### src/rtl/dec_cfg_pkg.sv
package dec_cfg_pkg;
  localparam int unsigned DATA_W = 32;
  localparam int unsigned STRB_W = DATA_W / 8;

  localparam logic [DATA_W-1:0] GUARD_KEY = 32'h7766DF77;

  localparam logic [31:0] OFF_VER    = 32'h0000_0000;
  localparam logic [31:0] OFF_GUARD  = 32'h0000_0004;
  localparam logic [31:0] OFF_SRST   = 32'h0000_0008;
  localparam logic [31:0] OFF_SEC    = 32'h0000_000C;
  localparam logic [31:0] OFF_SID0   = 32'h0000_0010;
  localparam logic [31:0] OFF_STATUS = 32'h0004_1004;

  localparam logic [1:0] RESP_OKAY = 2'b00;

  // stream-id k sits on a 4-byte stride except the last one
  function automatic logic [31:0] sid_offset(input int k, input int n_sid,
                                             input logic [31:0] last_off);
    if (k == n_sid - 1) return last_off;
    return OFF_SID0 + 32'(4 * k);
  endfunction
endpackage

### src/rtl/dec_cfg_wr_chan.sv
module dec_cfg_wr_chan #(
  parameter int unsigned ADDR_W = 20,
  parameter int unsigned DATA_W = 32,
  localparam int unsigned STRB_W = DATA_W / 8
) (
  input  logic              clk_i,
  input  logic              rst_ni,
  input  logic [ADDR_W-1:0] awaddr_i,
  input  logic              awvalid_i,
  output logic              awready_o,
  input  logic [DATA_W-1:0] wdata_i,
  input  logic [STRB_W-1:0] wstrb_i,
  input  logic              wvalid_i,
  output logic              wready_o,
  output logic              bvalid_o,
  input  logic              bready_i,
  output logic              req_o,
  output logic [ADDR_W-1:0] addr_o,
  output logic [DATA_W-1:0] data_o,
  output logic [STRB_W-1:0] strb_o
);
  logic aw_full, w_full, bvalid_q;

  assign awready_o = !aw_full && !bvalid_q;
  assign wready_o  = !w_full && !bvalid_q;
  assign req_o     = aw_full && w_full;
  assign bvalid_o  = bvalid_q;

  always_ff @(posedge clk_i or negedge rst_ni) begin
    if (!rst_ni) begin
      aw_full  <= 1'b0;
      w_full   <= 1'b0;
      bvalid_q <= 1'b0;
      addr_o   <= '0;
      data_o   <= '0;
      strb_o   <= '0;
    end else begin
      if (awvalid_i && awready_o) begin
        aw_full <= 1'b1;
        addr_o  <= awaddr_i;
      end
      if (wvalid_i && wready_o) begin
        w_full <= 1'b1;
        data_o <= wdata_i;
        strb_o <= wstrb_i;
      end
      if (req_o) begin
        aw_full  <= 1'b0;
        w_full   <= 1'b0;
        bvalid_q <= 1'b1;
      end else if (bvalid_q && bready_i) begin
        bvalid_q <= 1'b0;
      end
    end
  end
endmodule

### src/rtl/dec_cfg_rd_chan.sv
module dec_cfg_rd_chan #(
  parameter int unsigned ADDR_W = 20,
  parameter int unsigned DATA_W = 32
) (
  input  logic              clk_i,
  input  logic              rst_ni,
  input  logic [ADDR_W-1:0] araddr_i,
  input  logic              arvalid_i,
  output logic              arready_o,
  output logic [DATA_W-1:0] rdata_o,
  output logic              rvalid_o,
  input  logic              rready_i,
  output logic [ADDR_W-1:0] rd_addr_o,
  input  logic [DATA_W-1:0] rd_word_i
);
  logic rvalid_q;

  assign arready_o = !rvalid_q;
  assign rvalid_o  = rvalid_q;
  assign rd_addr_o = araddr_i;

  always_ff @(posedge clk_i or negedge rst_ni) begin
    if (!rst_ni) begin
      rvalid_q <= 1'b0;
      rdata_o  <= '0;
    end else if (arvalid_i && arready_o) begin
      rvalid_q <= 1'b1;
      rdata_o  <= rd_word_i;
    end else if (rvalid_q && rready_i) begin
      rvalid_q <= 1'b0;
    end
  end
endmodule

### src/rtl/dec_cfg_regfile.sv
module dec_cfg_regfile
  import dec_cfg_pkg::*;
#(
  parameter int unsigned NUM_INST     = 4,
  parameter int unsigned UNITS        = 3,
  parameter int unsigned SID_W        = 10,
  parameter int unsigned ADDR_W       = 20,
  parameter logic [3:0]  VER_MAJOR    = 4'd0,
  parameter logic [3:0]  VER_MINOR    = 4'd5,
  parameter logic [31:0] LAST_SID_OFF = 32'h4C,
  localparam int unsigned NUM_SID     = NUM_INST * UNITS
) (
  input  logic                     clk_i,
  input  logic                     rst_ni,
  input  logic                     wr_req_i,
  input  logic [ADDR_W-1:0]        wr_addr_i,
  input  logic [DATA_W-1:0]        wr_data_i,
  input  logic [STRB_W-1:0]        wr_strb_i,
  input  logic [ADDR_W-1:0]        rd_addr_i,
  output logic [DATA_W-1:0]        rd_word_o,
  input  logic [NUM_INST-1:0]      dec_en_i,
  output logic                     unlocked_o,
  output logic [NUM_INST-1:0]      soft_rst_o,
  output logic [NUM_INST-1:0]      secure_o,
  output logic [NUM_SID*SID_W-1:0] sid_o
);
  logic [DATA_W-1:0] wmask;
  logic [DATA_W-1:0] wbits;
  logic              wr_ok;
  logic [SID_W-1:0]  sid_q [NUM_SID];

  always_comb begin
    for (int b = 0; b < int'(STRB_W); b++) wmask[8*b +: 8] = {8{wr_strb_i[b]}};
  end
  assign wbits = wr_data_i & wmask;
  assign wr_ok = wr_req_i && unlocked_o;

  function automatic logic hit(input logic [ADDR_W-1:0] a, input logic [31:0] off);
    return {{(32-ADDR_W){1'b0}}, a} == off;
  endfunction

  always_ff @(posedge clk_i or negedge rst_ni) begin
    if (!rst_ni) begin
      unlocked_o <= 1'b0;
    end else if (wr_req_i && hit(wr_addr_i, OFF_GUARD) && (&wr_strb_i)) begin
      if (wr_data_i == GUARD_KEY) unlocked_o <= 1'b1;
      else if (wr_data_i == '0)   unlocked_o <= 1'b0;
    end
  end

  always_ff @(posedge clk_i or negedge rst_ni) begin
    if (!rst_ni) begin
      soft_rst_o <= '0;
      secure_o   <= '0;
    end else if (wr_ok) begin
      if (hit(wr_addr_i, OFF_SRST))
        soft_rst_o <= (soft_rst_o & ~wmask[NUM_INST-1:0]) | wbits[NUM_INST-1:0];
      if (hit(wr_addr_i, OFF_SEC))
        secure_o <= (secure_o & ~wmask[NUM_INST-1:0]) | wbits[NUM_INST-1:0];
    end
  end

  for (genvar k = 0; k < NUM_SID; k++) begin : g_sid
    localparam logic [31:0] OFF = sid_offset(k, NUM_SID, LAST_SID_OFF);
    always_ff @(posedge clk_i or negedge rst_ni) begin
      if (!rst_ni) sid_q[k] <= '0;
      else if (wr_ok && hit(wr_addr_i, OFF))
        sid_q[k] <= (sid_q[k] & ~wmask[SID_W-1:0]) | wbits[SID_W-1:0];
    end
    assign sid_o[k*SID_W +: SID_W] = sid_q[k];
  end

  always_comb begin
    rd_word_o = '0;
    if (unlocked_o) begin
      if (hit(rd_addr_i, OFF_VER))    rd_word_o[7:0] = {VER_MAJOR, VER_MINOR};
      if (hit(rd_addr_i, OFF_SRST))   rd_word_o[NUM_INST-1:0] = soft_rst_o;
      if (hit(rd_addr_i, OFF_SEC))    rd_word_o[NUM_INST-1:0] = secure_o;
      if (hit(rd_addr_i, OFF_STATUS)) rd_word_o[NUM_INST-1:0] = dec_en_i;
      for (int k = 0; k < int'(NUM_SID); k++)
        if (hit(rd_addr_i, sid_offset(k, NUM_SID, LAST_SID_OFF)))
          rd_word_o[SID_W-1:0] = sid_q[k];
    end
  end
endmodule

### src/rtl/dec_cfg_bank.sv
module dec_cfg_bank
  import dec_cfg_pkg::*;
#(
  parameter int unsigned NUM_INST     = 4,
  parameter int unsigned UNITS        = 3,
  parameter int unsigned SID_W        = 10,
  parameter int unsigned ADDR_W       = 20,
  parameter logic [3:0]  VER_MAJOR    = 4'd0,
  parameter logic [3:0]  VER_MINOR    = 4'd5,
  parameter logic [31:0] LAST_SID_OFF = 32'h4C,
  localparam int unsigned NUM_SID     = NUM_INST * UNITS
) (
  input  logic                     clk_i,
  input  logic                     rst_ni,
  input  logic [ADDR_W-1:0]        awaddr_i,
  input  logic                     awvalid_i,
  output logic                     awready_o,
  input  logic [DATA_W-1:0]        wdata_i,
  input  logic [STRB_W-1:0]        wstrb_i,
  input  logic                     wvalid_i,
  output logic                     wready_o,
  output logic [1:0]               bresp_o,
  output logic                     bvalid_o,
  input  logic                     bready_i,
  input  logic [ADDR_W-1:0]        araddr_i,
  input  logic                     arvalid_i,
  output logic                     arready_o,
  output logic [DATA_W-1:0]        rdata_o,
  output logic [1:0]               rresp_o,
  output logic                     rvalid_o,
  input  logic                     rready_i,
  input  logic [NUM_INST-1:0]      dec_en_i,
  output logic [NUM_INST-1:0]      soft_rst_o,
  output logic [NUM_INST-1:0]      secure_o,
  output logic [NUM_SID*SID_W-1:0] sid_o
);
  logic              wr_req;
  logic [ADDR_W-1:0] wr_addr;
  logic [DATA_W-1:0] wr_data;
  logic [STRB_W-1:0] wr_strb;
  logic [ADDR_W-1:0] rd_addr;
  logic [DATA_W-1:0] rd_word;
  logic              unlocked;

  assign bresp_o = RESP_OKAY;
  assign rresp_o = RESP_OKAY;

  dec_cfg_wr_chan #(.ADDR_W(ADDR_W), .DATA_W(DATA_W)) i_wr (
    .clk_i, .rst_ni,
    .awaddr_i, .awvalid_i, .awready_o,
    .wdata_i, .wstrb_i, .wvalid_i, .wready_o,
    .bvalid_o, .bready_i,
    .req_o(wr_req), .addr_o(wr_addr), .data_o(wr_data), .strb_o(wr_strb)
  );

  dec_cfg_rd_chan #(.ADDR_W(ADDR_W), .DATA_W(DATA_W)) i_rd (
    .clk_i, .rst_ni,
    .araddr_i, .arvalid_i, .arready_o,
    .rdata_o, .rvalid_o, .rready_i,
    .rd_addr_o(rd_addr), .rd_word_i(rd_word)
  );

  dec_cfg_regfile #(
    .NUM_INST(NUM_INST), .UNITS(UNITS), .SID_W(SID_W), .ADDR_W(ADDR_W),
    .VER_MAJOR(VER_MAJOR), .VER_MINOR(VER_MINOR), .LAST_SID_OFF(LAST_SID_OFF)
  ) i_regs (
    .clk_i, .rst_ni,
    .wr_req_i(wr_req), .wr_addr_i(wr_addr), .wr_data_i(wr_data), .wr_strb_i(wr_strb),
    .rd_addr_i(rd_addr), .rd_word_o(rd_word),
    .dec_en_i, .unlocked_o(unlocked),
    .soft_rst_o, .secure_o, .sid_o
  );
endmodule


### config.mk
export PLATFORM = sky130hd
export DESIGN_NAME = dec_cfg_bank
export DESIGN_NICKNAME = d
export VERILOG_FILES = /design/src/rtl/dec_cfg_pkg.sv /design/src/rtl/dec_cfg_wr_chan.sv /design/src/rtl/dec_cfg_rd_chan.sv /design/src/rtl/dec_cfg_regfile.sv /design/src/rtl/dec_cfg_bank.sv
export SDC_FILE = /design/constraint.sdc
export NUM_CORES = 1
export LEC_CHECK = 0
export BUFFER_PORTS_ARGS = -buffer_cell sky130_fd_sc_hd__buf_2
export CELL_PAD_IN_SITES_DETAIL_PLACEMENT = 0
export CELL_PAD_IN_SITES_GLOBAL_PLACEMENT = 1
export CORE_ASPECT_RATIO = 1.75
export CORE_MARGIN = 1.5
export CORE_UTILIZATION = 38
export DETAILED_ROUTE_END_ITERATION = 8
export PLACE_DENSITY_LB_ADDON = 0.1
export SLEW_MARGIN = 20
export SYNTH_ARGS = -nofsm -noshare
export SYNTH_HDL_FRONTEND = slang
export SYNTH_SLANG_ARGS = --single-unit
### constraint.sdc
create_clock -name clk_i -period 2.45 [get_ports clk_i]
set_input_delay 0.245 -clock clk_i [delete_from_list [all_inputs] [get_ports clk_i]]
set_output_delay 0.245 -clock clk_i [all_outputs]
set_load 0.005 [all_outputs]
# After elaboration in Yosys (flattened, before gate mapping)
# Cells that the tools add are included.
totals:
  memories: 0
  ram_bits: 0
  inputBits: 87
  romBits: 0
  reg_bits: 199
  wordCells: 153
  latch_bits: 0
classes:
  magnitude_cmp: 0
  n_mux: 30
  add_sub_neg: 0
  shifts: 0
  n_eq_ne: 31
  n_mul: 0
  n_div: 0
  n_reduce_logical: 38
  bitwise: 31
op_table:
  columns: ["op", "count"]
  rows:
  - ["equality test 20 x 6 -> 1 bit (second input constant)", 14]
  - ["equality test 20 x 5 -> 1 bit (second input constant)", 8]
  - ["AND 10 bit", 13]
  - ["2-to-1 mux 10 bit", 13]
  - ["bitwise OR 10 bit", 12]
  - ["equality test 20 x 4 -> 1 bit (second input constant)", 4]
  - ["equality test 20 x 32 -> 1 bit", 1]
  - ["equality test 32 x 31 -> 1 bit (second input constant)", 1]
  - ["zero test 32 bit", 1]
  - ["2-to-1 mux 32 bit", 1]
  - ["logical AND 1 bit", 23]
  - ["equality test 20 x 19 -> 1 bit (second input constant)", 1]
  - ["equality test 20 x 3 -> 1 bit (second input constant)", 1]
  - ["equality test 20 x 7 -> 1 bit (second input constant)", 1]
  - ["zero test 20 bit", 1]
  - ["2-to-1 mux 4 bit", 3]
  - ["2-to-1 mux 1 bit", 11]
  - ["inverter 10 bit", 1]
  - ["nonzero test 2 bit", 5]
  - ["AND 4 bit", 2]
  - ["bitwise OR 4 bit", 2]
  - ["2-to-1 mux 7 bit", 1]
  - ["AND reduction 2 bit", 3]
  - ["zero test 1 bit", 4]
  - ["other kinds (3)", 3]

# Logic depth before layout (Yosys ltp)
logic_depth:
  ltp_word: 18
  mapped_depth: 9

# Hierarchy
# From an unflattened synthesis, not the netlist that was laid out.
unflattened:
  cells_unflattened: 815
  hier_area_um2: 10727.8
modules_own_cells:
  columns: ["module", "instances", "cells_each", "area_per_inst_um2"]
  rows:
  - ["dec_cfg_regfile", 1, 586, 6807.8]
  - ["dec_cfg_wr_chan", 1, 132, 2378.5]
  - ["dec_cfg_rd_chan", 1, 92, 1507.7]
  - ["dec_cfg_bank", 1, 5, 33.8]

# Worst setup path after synthesis
# OpenSTA, ideal clock, no wires.
synth_path:
  path_kind: "register -> register"
  startpoint: "reg i_wr.addr_o[8]"
  endpoint: "reg with a tool-made name"
  path_stages_with_launch: 8
  period_less_slack_ns: 2.267
  path_slack_ns: 0.183
  arrival_time_ns: 2.142
  setup_ns: 0.125
  t_required_ns: 2.325
  path_cell_list: "dfrtp_1 -> nor4_1 -> and4_1 -> nand2_1 -> or4b_1 -> buf_2 -> nor2_4 -> mux2_2"
synth_lines:
  columns: ["item", "line", "source"]
  rows:
  - ["start, declared", "dec_cfg_wr_chan.sv:18", "output logic [ADDR_W-1:0] addr_o,"]
  - ["start signal, assigned", "dec_cfg_wr_chan.sv:40", "addr_o <= awaddr_i;"]

==> metrics <==
die height=214 µm; initial core utilization=38.4%; register bit count reported by yosys=199; Post-Syn Area=0.00965 mm²; DR WL/cell=24.3 µm; Worst Setup SP=i_wr.addr_o[8]; antenna cells=0; H-tree levels=4; combinational family with the most area after synthesis=multiplexers; Core Area=0.0251 mm²; r2r setup slk=0.07 ns; RSZ-0062 raised after global routing=yes; syn_area_per_cell=12.1 µm²; Antenna Violating Nets Remaining=0; grt met1 use=28.5%; grt met2 use=49.5%; endpoint class of the critical path=flop; I/O Buffers=229; Adder-Cell Fraction of Synth Area=0%; crit path launch type=flop; Setup CP Type=reg2reg; GRT Max-Usage Layer=met2; final routed DRC violation total=0; VDD IR-drop max=0.000662 V; Arr. time, crit path=2.72 ns; Clk pin slew, worst setup/hold paths=0.07 ns; Max Cap Violations=0; minimum clock period=2.38 ns; Fin Clk Skew=0.00961 ns; Req. time, crit path=2.79 ns; # placed instances=1,386; Final Max Tran Viols=0; Ys Warns=0; NumNets Final=1,186; setup slack at placement=-0.140 ns; layout cells sized above 1=50.5%; die width=123 µm; Slew @ Worst Pin=0.699 ns; xor/xnor share of the synthesized area=0%; post-synthesis simple-gate area fraction=12.9%; Die Area=0.0264 mm²; # clock sinks=199; global route overflow=0; Pre-antenna DRT Iters=6; PD cells=706 mW/mm²; sequential share of the synthesized area=51.6%; commonest non-fill, non-tap cell in the layout=buf_2; largest net degree at the start of global routing=67; LEAKAGE=6.23 nW; post-route setup slack=0.0714 ns; status=complete, no violations; period utilisation layout=97.1%; Worst Path Max Fanout=5; vias in the first global route=8,120; CTS Buf Count=17; DR iter-0 viols=420; DP HPWL=27,100 µm; Reg2Reg Depth=7; Routed WL=34,600 µm; CTS Buffer Depth=2; grt met3 use=4.55%; CTS tree=yes; Post-Layout Cell Count=1,428; final hold violations=0; EDFF count, synth=0; routability congestion estimate=0.938; fraction of registers with async set/reset=100%; complex-gate fraction of the synthesized area=7.72%; first-pass GRT wire length=50,500 µm; FF-to-FF Start=i_wr.addr_o[8]; Top FF cell, synth=dfrtp_1; CTS Root Cell=clkbuf_16; drt via density=5.53; Slew HR=53.4%; post-synthesis mux area share=23.9%; class of the worst hold path=in2reg; Fmax=420 MHz; initial antenna violation count=0; All-Layer GR Usage=27.0%; Top-Level Pins=256; final setup violating endpoints=0; final hold slack=0.0203 ns; Site Rows=77; commonest non-fill, non-tap cells in the layout=buf_2 (228), dfrtp_1 (199), mux2_2 (163); number of distinct library cells after synthesis=64; vias=7,898; Area Overhead vs Synth=28.9%; Syn Inst Count=800; Clk Latency, worst-skew pair=0.46 ns
==> per-stage QoR <==
step / utilization [%] / TNS, ns / power [mW] / instance area (µm²)
2_1_floorplan: - / 0 / 5.28 / 9740
3_3_place_gp: 46.1 / -2.67 / 6.05 / 11600
3_5_place_dp: 46.1 / -3.76 / 6.09 / 11600
4_1_cts: 48.8 / -0.447 / 8.84 / 12300
5_1_grt: 49.4 / -0.937 / 9.19 / 12400
6_report: 49.4 / 0 / 8.78 / 12400
==> critical path: stages, from the launching register on <==
cell	delay [ns]
dfrtp_1	0.39
nor4_2	0.30
and4_1	0.26
nand2_1	0.08
buf_4	0.15
or3b_2	0.55
nor2_2	0.17
mux2_2	0.35
==> cell families (layout without fill, tap and decap cells) <==
logic type	Yosys count	count (layout)
compound gates	107	107
buf+inv	70	357
flops	199	199
mux	204	204
other cells	1	26
simple gates	219	219
==> where the power goes <==
| part | total (mW) | internal (mW) | switching, mW |
|---|---|---|---|
| sequential | 4.36 | 3.79 | 0.570 |
| combinational | 1.68 | 0.817 | 0.865 |
| clock | 2.74 | 1.46 | 1.28 |
==> final cells by class <==
class,instances,area [µm²]
flip-flops and latches,199,4980
inverters,6,22.5
well taps,316,395
clock inverters,11,97.6
repair buffers,319,1950
multi-input cells,556,4530
fillers,2399,12700
clock buffers,21,460
==> worst min path at each step <==
stage / from / endpoint / slack (ns) / cells past startpoint
4_1_cts: awaddr_i[13] / i_wr.addr_o[13] / 0.0005 / 2
2_1_floorplan: rst_ni / async pin / -0.05 / 0
5_1_grt: wdata_i[16] / i_wr.data_o[16] / 0.009 / 2
3_3_place_gp: rst_ni / i_wr.addr_o[1] / 0.26 / 1
3_5_place_dp: rst_ni / i_wr.addr_o[1] / 0.26 / 1
6_report: awaddr_i[7] / i_wr.addr_o[7] / 0.02 / 2
==> repair_timing <==
item / 4_1_cts / 5_1_grt
buffers inserted: 1 / 3
gates cloned: 0 / 0
hold endpoints to repair: 63 / 0
pin swaps: 5 / 7
gates resized for setup: 7 / 31
hold buffers: 7 / 0
setup endpoints to repair: 39 / 48
==> per-layer routing <==
| layer | wire [µm] | vias up | part of all wire, % |
|---|---|---|---|
| met1 | 12200 | 3988 | 35 |
| met3 | 1510 | 82 | 4.4 |
| met5 | 0 | - | 0 |
| met4 | 1890 | 0 | 5.4 |
| li1 | - | 3540 | - |
| met2 | 19100 | 288 | 55 |
==> cells in the mapped netlist (3+ instances only) <==
library cell / n / area (µm²)
a21o_1: 7 / 52.6
mux2i_1: 8 / 80.1
nor2b_1: 5 / 31.3
a22oi_1: 15 / 113
nor2_4: 4 / 45.0
buf_1: 3 / 11.3
o211ai_1: 3 / 22.5
o31ai_1: 4 / 30.0
a2bb2oi_1: 3 / 26.3
and4_1: 7 / 61.3
mux2_2: 194 / 2180
nand2b_1: 4 / 25.0
o21ai_0: 25 / 125
clkbuf_1: 28 / 105
o22ai_1: 12 / 75.1
nor2_1: 37 / 139
a22o_1: 4 / 35.0
or3_1: 6 / 37.5
dfrtp_1: 199 / 4980
nand4_1: 23 / 144
buf_4: 26 / 195
nand2_1: 48 / 180
nand3_1: 12 / 60.1
nor4_1: 18 / 113
nor3_1: 18 / 90.1
buf_2: 6 / 30.0
a21oi_1: 6 / 30.0
a32oi_1: 5 / 43.8
nor4_2: 3 / 37.5
inv_1: 6 / 22.5
o2111ai_1: 4 / 35.0
a211oi_1: 3 / 22.5
and2_1: 6 / 37.5
or4_1: 5 / 37.5
and3_1: 5 / 31.3
(Power assumes the default switching activity.)
